**src/rtl/seg_access_pkg.sv**
```systemverilog
package seg_access_pkg;

    localparam int AM_W   = 3;
    localparam int NUM_AM = 1 << AM_W;

    typedef enum logic [1:0] {
        PRIV_KERN = 2'd0,
        PRIV_SUP  = 2'd1,
        PRIV_USR  = 2'd2,
        PRIV_ERL  = 2'd3
    } priv_e;

    typedef enum logic [1:0] {
        RES_UNMAP    = 2'd0,
        RES_TLB      = 2'd1,
        RES_ADDR_ERR = 2'd2
    } result_e;

    // one bit per access mode, bit index = mode code
    localparam logic [NUM_AM-1:0] KERN_MAP_M = 8'b0000_1110;
    localparam logic [NUM_AM-1:0] SUP_ERR_M  = 8'b0000_0011;
    localparam logic [NUM_AM-1:0] SUP_MAP_M  = 8'b0001_1100;
    localparam logic [NUM_AM-1:0] USR_ERR_M  = 8'b0010_0111;
    localparam logic [NUM_AM-1:0] USR_MAP_M  = 8'b0001_1000;
    // modes that are never mapped nor faulted
    localparam logic [NUM_AM-1:0] QUIET_M    = 8'b1100_0000;

    typedef struct packed {
        logic    vld;
        result_e res;
    } out_reg_t;

endpackage

```
**src/rtl/seg_mode_table.sv**
```systemverilog
module seg_mode_table
    import seg_access_pkg::*;
(
    input  priv_e             priv,
    input  logic              eu,
    output logic [NUM_AM-1:0] err_set,
    output logic [NUM_AM-1:0] map_set
);

    logic [NUM_AM-1:0] err_raw;
    logic [NUM_AM-1:0] map_raw;

    always_comb begin
        err_raw = '0;
        map_raw = '0;
        unique case (priv)
            PRIV_KERN: map_raw = KERN_MAP_M;
            PRIV_SUP: begin
                err_raw = SUP_ERR_M;
                map_raw = SUP_MAP_M;
            end
            PRIV_USR: begin
                err_raw = USR_ERR_M;
                map_raw = USR_MAP_M;
            end
            PRIV_ERL: map_raw = eu ? '0 : KERN_MAP_M;
            default: ;
        endcase
    end

    // per-mode gating of the quiet modes
    for (genvar m = 0; m < NUM_AM; m++) begin : g_mode
        assign err_set[m] = err_raw[m] & ~QUIET_M[m];
        assign map_set[m] = map_raw[m] & ~QUIET_M[m];
    end

endmodule

```
**src/rtl/seg_result_pick.sv**
```systemverilog
module seg_result_pick
    import seg_access_pkg::*;
(
    input  logic [NUM_AM-1:0] err_set,
    input  logic [NUM_AM-1:0] map_set,
    input  logic [AM_W-1:0]   mode,
    output result_e           res
);

    logic err_bit;
    logic map_bit;

    always_comb begin
        err_bit = err_set[mode];
        map_bit = map_set[mode];
        // address error outranks mapping
        if (err_bit)      res = RES_ADDR_ERR;
        else if (map_bit) res = RES_TLB;
        else              res = RES_UNMAP;
    end

endmodule

```
**src/rtl/seg_access_decoder.sv**
```systemverilog
module seg_access_decoder
    import seg_access_pkg::*;
(
    input  logic            clk,
    input  logic            rst,
    input  logic            in_valid,
    input  logic [AM_W-1:0] in_mode,
    input  logic            in_eu,
    input  logic [1:0]      in_priv,
    output logic            out_valid,
    output logic [1:0]      out_result
);

    priv_e             priv_w;
    logic [NUM_AM-1:0] err_set_w;
    logic [NUM_AM-1:0] map_set_w;
    result_e           res_w;
    out_reg_t          st_d;
    out_reg_t          st_q;

    assign priv_w = priv_e'(in_priv);

    seg_mode_table u_table (
        .priv    (priv_w),
        .eu      (in_eu),
        .err_set (err_set_w),
        .map_set (map_set_w)
    );

    seg_result_pick u_pick (
        .err_set (err_set_w),
        .map_set (map_set_w),
        .mode    (in_mode),
        .res     (res_w)
    );

    always_comb begin
        st_d     = st_q;
        st_d.vld = in_valid;
        if (in_valid) st_d.res = res_w;
    end

    always_ff @(posedge clk) begin
        if (rst) begin
            st_q.vld <= 1'b0;
            st_q.res <= RES_UNMAP;
        end else begin
            st_q <= st_d;
        end
    end

    assign out_valid  = st_q.vld;
    assign out_result = st_q.res;


    reset_clear_chk: assert property (@(posedge clk)
        rst |=> (!out_valid && out_result == 2'd0));


    valid_follows_chk: assert property (@(posedge clk) disable iff (rst)
        in_valid |=> out_valid);


    idle_hold_chk: assert property (@(posedge clk) disable iff (rst)
        !in_valid |=> (!out_valid && $stable(out_result)));


    legal_code_chk: assert property (@(posedge clk) disable iff (rst)
        out_result != 2'd3);


    kern_no_err_chk: assert property (@(posedge clk) disable iff (rst)
        (in_valid && in_priv == 2'd0) |=> out_result != 2'd2);


    erl_override_chk: assert property (@(posedge clk) disable iff (rst)
        (in_valid && in_priv == 2'd3 && in_eu) |=> out_result == 2'd0);


    quiet_mode_chk: assert property (@(posedge clk) disable iff (rst)
        (in_valid && in_mode[2:1] == 2'b11) |=> out_result == 2'd0);

endmodule

```
**config.mk**
```make
export PLATFORM = sky130hd
export DESIGN_NAME = seg_access_decoder
export DESIGN_NICKNAME = d
export VERILOG_FILES = /design/src/rtl/seg_access_pkg.sv /design/src/rtl/seg_mode_table.sv /design/src/rtl/seg_result_pick.sv /design/src/rtl/seg_access_decoder.sv
export SDC_FILE = /design/constraint.sdc
export NUM_CORES = 1
export LEC_CHECK = 0
export CAP_MARGIN = 20
export CORE_AREA = 2 2 39 41
export DETAILED_ROUTE_END_ITERATION = 10
export DIE_AREA = 0 0 41 43
export MAX_ROUTING_LAYER = met4
export PLACE_DENSITY = 0.42
export SKIP_LAST_GASP = 1
export SLEW_MARGIN = 20
export SYNTH_ARGS = -nofsm -noshare
export SYNTH_HDL_FRONTEND = slang
export SYNTH_SLANG_ARGS = --single-unit
```
**constraint.sdc**
```tcl
create_clock -name clk -period 3.02 [get_ports clk]
set_clock_uncertainty 0.05 [all_clocks]
set_input_delay 0.906 -clock clk [delete_from_list [all_inputs] [get_ports clk]]
set_output_delay 0.906 -clock clk [all_outputs]
set_load 0.02 [all_outputs]
```
==> results.json, run 1 <==
{
  "status": "finished, final reports clean",
  "cts_tree": "yes",
  "hp-class": "flop to flop",
  "setup_viol_count_final": 0,
  "cts.reportedPaths.clkPinSlew_ns": 0.04,
  "gr-total-overflow": 0,
  "track_usage_pct": 7.69,
  "critPathArrivalTime_ns": 2.45,
  "synthArstFlopShare_pct": 0,
  "detailedRoute.firstPassIterationCount": 2,
  "critical_path.most_common_cell": "inv_1",
  "ys_seq_elements": 3,
  "worst_path_max_fanout": 7,
  "cts-root-to-sink-buffers": 2,
  "synth.cell_area_sq_um": 263,
  "timing.critical_path.from_type": "primary input",
  "slowest_delay_ns": 0.58,
  "place_worst_setup_slack_ns": 0.423,
  "post-route-period-util_pct": 77.9,
  "reported_max_cap_violation_count": 0,
  "boundaryPins": 12,
  "cts-buffers-inserted": 3,
  "dp.final_hpwl_um": 449,
  "worst-setup-path-type": "primary input to flop",
  "cp_slowest_cell": "clkdlybuf4s50_1",
  "synth-main-ff-cell": "dfxtp_1",
  "netlist_instances": 31,
  "drt_iter0_markers": 3,
  "yosys_warnings": 0,
  "die_area_sq_um": 1760,
  "port_buffers": 11,
  "final_core_utilization_pct": 29.7,
  "power_leakage_nw": 0.172,
  "synth-seq-area-share_pct": 22.9,
  "hold_violations": 0,
  "drive_gt1_share_pct": 6.67,
  "number_of_enable_flip_flop_cells_after_synthesis": 0,
  "fp.dieW_um": 41,
  "holdWs_ns": 0.445,
  "cts_htree_levels": 1,
  "netlist_top_cells_count": "ha_1, dfxtp_1, inv_1, nor3b_1",
  "cp_top_family": "buffers and inverters",
  "start_util_pct": 19.0,
  "worstSetupStartpoint": "in_priv[1]",
  "ir_drop_mv": 0.0664,
  "post_cts_resize_count": 0,
  "drt.antenna.violating_nets": 0,
  "vias_after_detailed_routing": 285,
  "maxSlewHeadroom_pct": 82.4,
  "ys_top_cells_by_area": "dfxtp_1, ha_1, nor3b_1",
  "hold_path_startpoint": "out_result[1]",
  "fin_nets": 59,
  "post_cts_hold_buffer_count": 0,
  "syn-num-nets": 44,
  "synthDominantCellAreaShare_pct": 22.9,
  "rows": 14,
  "finalWirelength_um": 555,
  "synthesis.area_per_instance_sq_um": 8.48,
  "gp_congestion": 0.795,
  "grt_pass1_vias": 234,
  "cp.buffers_inverters": 3,
  "layout-area-overhead-vs-synth_pct": 56.7,
  "pwr_density_cell_nw_per_um2": 371,
  "r2r-start": "out_result[0]",
  "worst_setup_path_end_kind": "flop",
  "antenna_violations_before_repair": 0,
  "grt_start_max_net_pins": 10,
  "synthDominantAreaCellType": "dfxtp_1",
  "final_period_demand_of_the_worst_path_ns": 2.35,
  "crit_path_cell_trace": "clkdlybuf4s50_1 -> inv_1 -> ha_1 -> inv_1 -> or3_1 -> a311oi_1",
  "routed_via_density": 4.67,
  "clk-insertion-delay-late_ns": 0.24,
  "clock_tree.root_cell": "clkbuf_4",
  "ant_diodes": 0,
  "route.detailed.drc": 0,
  "worst-endpoint-required_ns": 3.12,
  "worst_slack_ns": 0.666,
  "final.setup.tns_ns": 0,
  "setup_repair_after_global_routing_missed_its_margin": "no",
  "avgRoutedWirePerCell_um": 9.10,
  "post_cts_buffers": 0,
  "floorplan.core_area_sq_um": 1380,
  "clock-sinks": 3,
  "max_freq_mhz": 425,
  "timing.final.max_slew_violations": 0,
  "synth_cell_types": 19,
  "most_instantiated_library_cell_after_synthesis": "ha_1",
  "worstMarginPinSlew_ns": 0.263,
  "floorplan.die.height_um": 43,
  "wire_length_of_the_first_global_routing_pass_um": 876
}
## tightest hold or removal path, cell delays in order, from the launching register on
cell,delay (ns)
dfxtp_1,0.30
nor2_1,0.09
a311oi_1,0.05
## worst paths after layout
| check | endpoint | slack [ns] | depth (start not counted) |
|---|---|---|---|
| setup / recovery | out_result[1] | 0.67 | 6 |
| hold / removal | out_result[1] | 0.44 | 2 |
| setup reg to reg | out_result[0] | 2.26 | 2 |
| hold reg to reg | out_result[1] | 0.44 | 2 |
## registers in the layout (all words and copies together), names as in the netlist
register / flops
out_result: 2
out_valid: 1
## placed cells by master (no fill, tap or decap)
cell / Yosys / layout
a41oi_1: 1 / 1
a31o_1: 1 / 1
clkdlybuf4s50_1: 0 / 11
nor2b_1: 2 / 2
and3b_1: 2 / 2
o22ai_1: 1 / 1
or3_1: 1 / 1
nor3b_1: 3 / 3
nor2_1: 1 / 1
a311oi_1: 1 / 1
ha_1: 4 / 4
nand3_1: 1 / 1
o32ai_1: 1 / 1
o21ai_1: 1 / 1
clkbuf_4: 0 / 3
dfxtp_1: 3 / 3
inv_1: 3 / 3
nand2_1: 2 / 2
clkbuf_1: 0 / 1
o21ai_0: 1 / 1
o31ai_1: 1 / 1
## where the power goes
group	switching, W	internal (W)	leakage [nW]
registers	0.000000837	0.0000422	0.0248
logic	0.0000172	0.0000212	0.132
clock network	0.0000217	0.0000496	0.0150
## metal layers
layer,vias up,wire (um),global-route usage (%)
met5,-,0,-
met4,0,11,8.00
met3,2,54,2.09
met2,11,267,11.3
met1,129,222,7.32
li1,143,-,-
## logic make-up (layout without fill, tap and decap cells)
family | count (synthesis) | after routing | share of synthesized area [%]
flip-flops | 3 | 3 | 22.9
AO/OA/AOI/OAI | 8 | 8 | 22.4
AND/OR/NAND/NOR | 12 | 12 | 28.6
buffers and inverters | 4 | 18 | 7.14
adder cells (fa/ha/maj) | 4 | 4 | 19.0
## final cells by class
type / count / area, sq um
Clock buffer: 4 / 26.3
Inverter: 3 / 11.3
Tap cell: 16 / 20.0
Timing Repair Buffer: 11 / 110
Sequential cell: 3 / 60.1
Multi-Input combinational cell: 24 / 184
Fill cell: 149 / 972
## stage by stage
step	area, sq um	instances	total power, W
floorplan	263	31	0.0000620
global placement	385	57	0.0000818
detailed placement	385	57	0.0000821
CTS	412	61	0.000155
global route	412	61	0.000162
finish	412	61	0.000153
Power figures use the tool's default switching activity.
==> run 2: changes to the inputs <==
--- a/config.mk
+++ b/config.mk
@@ -10,7 +10,7 @@
 export DETAILED_ROUTE_END_ITERATION = 10
 export DIE_AREA = 0 0 41 43
 export MAX_ROUTING_LAYER = met4
-export PLACE_DENSITY = 0.42
+export PLACE_DENSITY = 0.44
 export SKIP_LAST_GASP = 1
 export SLEW_MARGIN = 20
 export SYNTH_ARGS = -nofsm -noshare
==> constraint.sdc (replaced) <==
create_clock -name clk -period 1.91 [get_ports clk]
set_clock_uncertainty 0.05 [all_clocks]
set_input_delay 0.573 -clock clk [delete_from_list [all_inputs] [get_ports clk]]
set_output_delay 0.573 -clock clk [all_outputs]
set_load 0.02 [all_outputs]
==> results.json, run 2 (synthesis results as in run 1) <==
{
  "cts_htree_levels": 1,
  "maxSlewHeadroom_pct": 81.7,
  "antenna_violations_before_repair": 0,
  "cp.buffers_inverters": 1,
  "setup_repair_after_global_routing_missed_its_margin": "no",
  "holdWs_ns": 0.448,
  "post-route-period-util_pct": 92.9,
  "worst_path_max_fanout": 2,
  "largest_reg_flops": 2,
  "worst_setup_path_end_kind": "output port",
  "hold_path_startpoint": "out_result[1]",
  "clock-sinks": 3,
  "cp_top_family": "buffers and inverters",
  "worst_hold_path.num_cells": 2,
  "clock_tree.root_cell": "clkbuf_4",
  "die_area_sq_um": 1760,
  "cp_slowest_cell": "clkdlybuf4s50_1",
  "detailedRoute.firstPassIterationCount": 3,
  "cts-root-to-sink-buffers": 2,
  "cts.reportedPaths.clkPinSlew_ns": 0.04,
  "worst_r2r_path_depth": 2,
  "boundaryPins": 12,
  "max_freq_mhz": 564,
  "fp.dieW_um": 41,
  "wire_length_of_the_first_global_routing_pass_um": 986,
  "worst-setup-path-type": "flop to output port",
  "cts-buffers-inserted": 3,
  "post_cts_hold_buffer_count": 0,
  "layout-area-overhead-vs-synth_pct": 71.9,
  "most-common-layout-cells": "clkdlybuf4s50_1, nor3b_1, clkbuf_4, dfxtp_1",
  "finalWirelength_um": 592,
  "multi_input_logic_area_sq_um": 204,
  "worst-endpoint-required_ns": 1.29,
  "rows": 14,
  "timing.critical_path.from_type": "flop",
  "critPathArrivalTime_ns": 1.15,
  "critical_path.reg2reg.endpoint": "out_result[0]",
  "avgRoutedWirePerCell_um": 9.40,
  "final.setup.tns_ns": 0,
  "start_util_pct": 19.0,
  "ant_diodes": 0,
  "power_leakage_nw": 0.196,
  "rrSetupSlack_ns": 1.14,
  "r2r-start": "out_result[0]",
  "fin_nets": 61,
  "setup_viol_count_final": 0,
  "worst_hold_path.endpoint": "out_result[1]",
  "port_buffers": 11,
  "final_period_demand_of_the_worst_path_ns": 1.77,
  "timing.final.max_slew_violations": 0,
  "hp-class": "flop to flop",
  "register_area_sq_um": 60.1,
  "vias_after_detailed_routing": 283,
  "floorplan.core_area_sq_um": 1380,
  "filler_cell_count": 154,
  "reported_max_cap_violation_count": 0,
  "post_cts_buffers": 0,
  "pwr_density_cell_nw_per_um2": 554,
  "route.detailed.drc": 0,
  "drt.antenna.violating_nets": 0,
  "routed_via_density": 4.49,
  "grt_start_max_net_pins": 10,
  "ir_drop_mv": 0.105,
  "clk-insertion-delay-late_ns": 0.23,
  "gr-total-overflow": 0,
  "cts_tree": "yes",
  "worstMarginPinSlew_ns": 0.274,
  "crit_path_cell_trace": "clkdlybuf4s50_1",
  "leading_cell_type_in_the_layout_fill_and_taps_excluded": "clkdlybuf4s50_1",
  "track_usage_pct": 8.91,
  "floorplan.die.height_um": 43,
  "drt_iter0_markers": 3,
  "drive_gt1_share_pct": 19.1,
  "grt_pass1_vias": 261,
  "slowest_delay_ns": 0.60,
  "status": "finished, final reports clean",
  "gp_congestion": 0.734,
  "hold_violations": 0
}
-- run 2: cell count changes in the layout (fill, tap and decap cells not counted) --
cell,previous run,this run
buf_4,0,2
clkdlybuf4s50_1,11,9
dlymetal6s2s_1,0,2
ha_1,4,2
ha_2,0,1
ha_4,0,1
inv_1,3,2
inv_2,0,1
o31ai_1,1,0
o31ai_2,0,1
-- run 2: layer usage --
layer	share of wire, %	wire length, um	vias to the layer above	track usage [%]
li1	-	-	147	-
met1	39	232	128	7.30
met2	56	329	8	14.4
met3	5.2	31	0	3.14
met4	0	0	0	8.00
met5	0	0	-	-
-- run 2: what timing repair did --
item	in CTS	in global routing
resized for setup	2	4
pin swaps	2	1
setup endpoints to repair	1	2
-- run 2: layout make-up --
| type | count | share of cell area (%) |
|---|---|---|
| multi-input cells | 24 | 45.2 |
| repair buffers | 13 | 28.8 |
| flip-flops and latches | 3 | 13.3 |
| clock buffers | 4 | 5.82 |
| well taps | 16 | 4.43 |
| inverters | 3 | 2.49 |
-- run 2: worst max path at each step --
stage	start	to	slack, ns	cells after the start
CTS	in_priv[1]	out_result[1]	0.003	6
finish	out_result[1]	out_result[1]	0.14	1
global placement	in_priv[0]	out_result[1]	-0.26	6
floorplan	in_priv[0]	out_result[1]	0.31	5
detailed placement	in_priv[0]	out_result[1]	-0.29	6
global route	out_result[1]	out_result[1]	0.07	1
-- run 2: through the flow --
step	instances	utilization, %	power (W)	worst slack [ns]	cell area [sq um]
after global placement	59	28.9	0.000132	-0.260	400
after global routing	63	32.6	0.000270	0.0708	452
after CTS	63	31.7	0.000257	0.00306	439
after detailed placement	59	28.9	0.000133	-0.289	400
final	63	32.6	0.000250	0.136	452
after floorplan	31	-	0.0000980	0.306	263
-- run 2: report_power, final --
| part | total, W | internal [W] | switching (W) |
|---|---|---|---|
| combinational | 0.0000674 | 0.0000381 | 0.0000292 |
| sequential | 0.0000680 | 0.0000666 | 0.00000139 |
| clock | 0.000115 | 0.0000786 | 0.0000364 |
| total | 0.000250 | 0.000183 | 0.0000670 |
==> run 3: changes to the inputs <==
--- a/config.mk
+++ b/config.mk
@@ -10,7 +10,7 @@
 export DETAILED_ROUTE_END_ITERATION = 10
 export DIE_AREA = 0 0 41 43
 export MAX_ROUTING_LAYER = met4
-export PLACE_DENSITY = 0.44
+export PLACE_DENSITY = 0.42
 export SKIP_LAST_GASP = 1
 export SLEW_MARGIN = 20
 export SYNTH_ARGS = -nofsm -noshare
==> constraint.sdc (replaced) <==
create_clock -name clk -period 1.82 [get_ports clk]
set_clock_uncertainty 0.05 [all_clocks]
set_input_delay 0.546 -clock clk [delete_from_list [all_inputs] [get_ports clk]]
set_output_delay 0.546 -clock clk [all_outputs]
set_load 0.02 [all_outputs]
==> results.json, run 3 (synthesis results as in run 1) <==
{
  "ir_drop_mv": 0.108,
  "worst_slack_ns": 0.0721,
  "track_usage_pct": 8.62,
  "antenna_violations_before_repair": 0,
  "cts.reportedPaths.clkPinSlew_ns": 0.04,
  "clk-insertion-delay-late_ns": 0.24,
  "clock-sinks": 3,
  "worst_path_max_fanout": 2,
  "cp_slowest_cell": "clkdlybuf4s50_1",
  "die_area_sq_um": 1760,
  "pwr_density_cell_nw_per_um2": 596,
  "finalWirelength_um": 628,
  "critical_path.reg2reg.endpoint": "out_result[0]",
  "leading_cell_type_in_the_layout_fill_and_taps_excluded": "clkdlybuf4s50_1",
  "final_period_demand_of_the_worst_path_ns": 1.75,
  "timing.critical_path.from_type": "flop",
  "drive_gt1_share_pct": 12.8,
  "boundaryPins": 12,
  "worstMarginPinSlew_ns": 0.285,
  "worst_hold_path.endpoint": "out_result[1]",
  "ant_diodes": 0,
  "cts_htree_levels": 1,
  "fp.dieW_um": 41,
  "cts-buffers-inserted": 3,
  "largest_reg_flops": 2,
  "avgRoutedWirePerCell_um": 9.97,
  "cts-root-to-sink-buffers": 2,
  "floorplan.die.height_um": 43,
  "vias_after_detailed_routing": 288,
  "slowest_delay_ns": 0.60,
  "worst-setup-path-type": "flop to output port",
  "start_util_pct": 19.0,
  "filler_cell_count": 148,
  "post_cts_hold_buffer_count": 0,
  "power_leakage_nw": 0.184,
  "drt_iter0_markers": 0,
  "maxSlewHeadroom_pct": 81.0,
  "hp-class": "flop to flop",
  "r2r-start": "out_result[0]",
  "clock_tree.root_cell": "clkbuf_4",
  "place_worst_setup_slack_ns": -0.365,
  "route.detailed.drc": 0,
  "grt_pass1_vias": 291,
  "max_freq_mhz": 572,
  "worst_setup_path_end_kind": "output port",
  "cp_top_family": "buffers and inverters",
  "rows": 14,
  "gp_congestion": 0.747,
  "fin_nets": 61,
  "cts_tree": "yes",
  "crit_path_cell_trace": "clkdlybuf4s50_1",
  "setup_repair_after_global_routing_missed_its_margin": "no",
  "post_cts_resize_count": 3,
  "final.setup.tns_ns": 0,
  "status": "finished, final reports clean",
  "floorplan.core_area_sq_um": 1380,
  "gr-total-overflow": 0,
  "final_core_utilization_pct": 31.2,
  "grt_start_max_net_pins": 10,
  "setup_viol_count_final": 0,
  "detailedRoute.firstPassIterationCount": 1,
  "timing.final.max_slew_violations": 0,
  "hold_path_startpoint": "out_result[1]",
  "post-route-period-util_pct": 96.0,
  "routed_via_density": 4.57,
  "worst-endpoint-required_ns": 1.22,
  "cp.buffers_inverters": 1,
  "layout-area-overhead-vs-synth_pct": 64.3,
  "rrSetupSlack_ns": 1.06,
  "worst_hold_path.num_cells": 2,
  "worst_r2r_path_depth": 2,
  "wire_length_of_the_first_global_routing_pass_um": 1010,
  "critPathArrivalTime_ns": 1.15,
  "most-common-layout-cells": "clkdlybuf4s50_1, ha_1",
  "reported_max_cap_violation_count": 0,
  "holdWs_ns": 0.451,
  "post_cts_buffers": 0,
  "drt.antenna.violating_nets": 0,
  "hold_violations": 0,
  "port_buffers": 11
}
## run 3: changes by cell type in the layout (fill, tap and decap cells not counted)
| cell | change |
|---|---|
| dlygate4sd2_1 | +2 |
| dlymetal6s2s_1 | -2 |
| ha_1 | +2 |
| a41oi_1 | -1 |
| a41oi_2 | +1 |
| ha_2 | -1 |
| ha_4 | -1 |
| inv_1 | +1 |
| inv_2 | -1 |
| o31ai_1 | +1 |
| o31ai_2 | -1 |
## run 3: worst max-delay path by stage
stage	depth (start not counted)	from	slack, ns	to
after global placement	7	in_priv[0]	-0.32	out_result[0]
after detailed placement	6	in_priv[0]	-0.37	out_result[1]
final	1	out_result[1]	0.07	out_result[1]
after floorplan	5	in_priv[0]	0.24	out_result[1]
after global routing	1	out_result[1]	0.01	out_result[1]
after CTS	1	out_result[1]	0.05	out_result[1]
## run 3: cell type report
cell class / count / area, sq um / share of cell area (%)
multi-input cells: 24 / 191 / 44.3
repair buffers: 13 / 123 / 28.4
flip-flops and latches: 3 / 60.1 / 13.9
clock buffers: 4 / 26.3 / 6.09
well taps: 16 / 20.0 / 4.64
inverters: 3 / 11.3 / 2.61
## run 3: per-layer routing
layer  routed length, um  vias to the layer above  track usage [%]
met5                   0                        -                -
met4                   0                        0             6.00
met3                  46                        0             1.57
met2                 328                        9             15.6
met1                 253                      134             7.01
li1                    -                      145                -
## run 3: per-stage QoR
step	power [W]	cells	instance area, sq um
floorplan	0.000103	31	263
global placement	0.000139	59	400
detailed placement	0.000141	59	400
CTS	0.000265	63	432
global route	0.000275	63	432
finish	0.000257	63	432
## run 3: report_power, final
| group | switching, W | internal, W |
|---|---|---|
| clock | 0.0000354 | 0.0000822 |
| sequential | 0.00000141 | 0.0000700 |
| combinational | 0.0000310 | 0.0000372 |
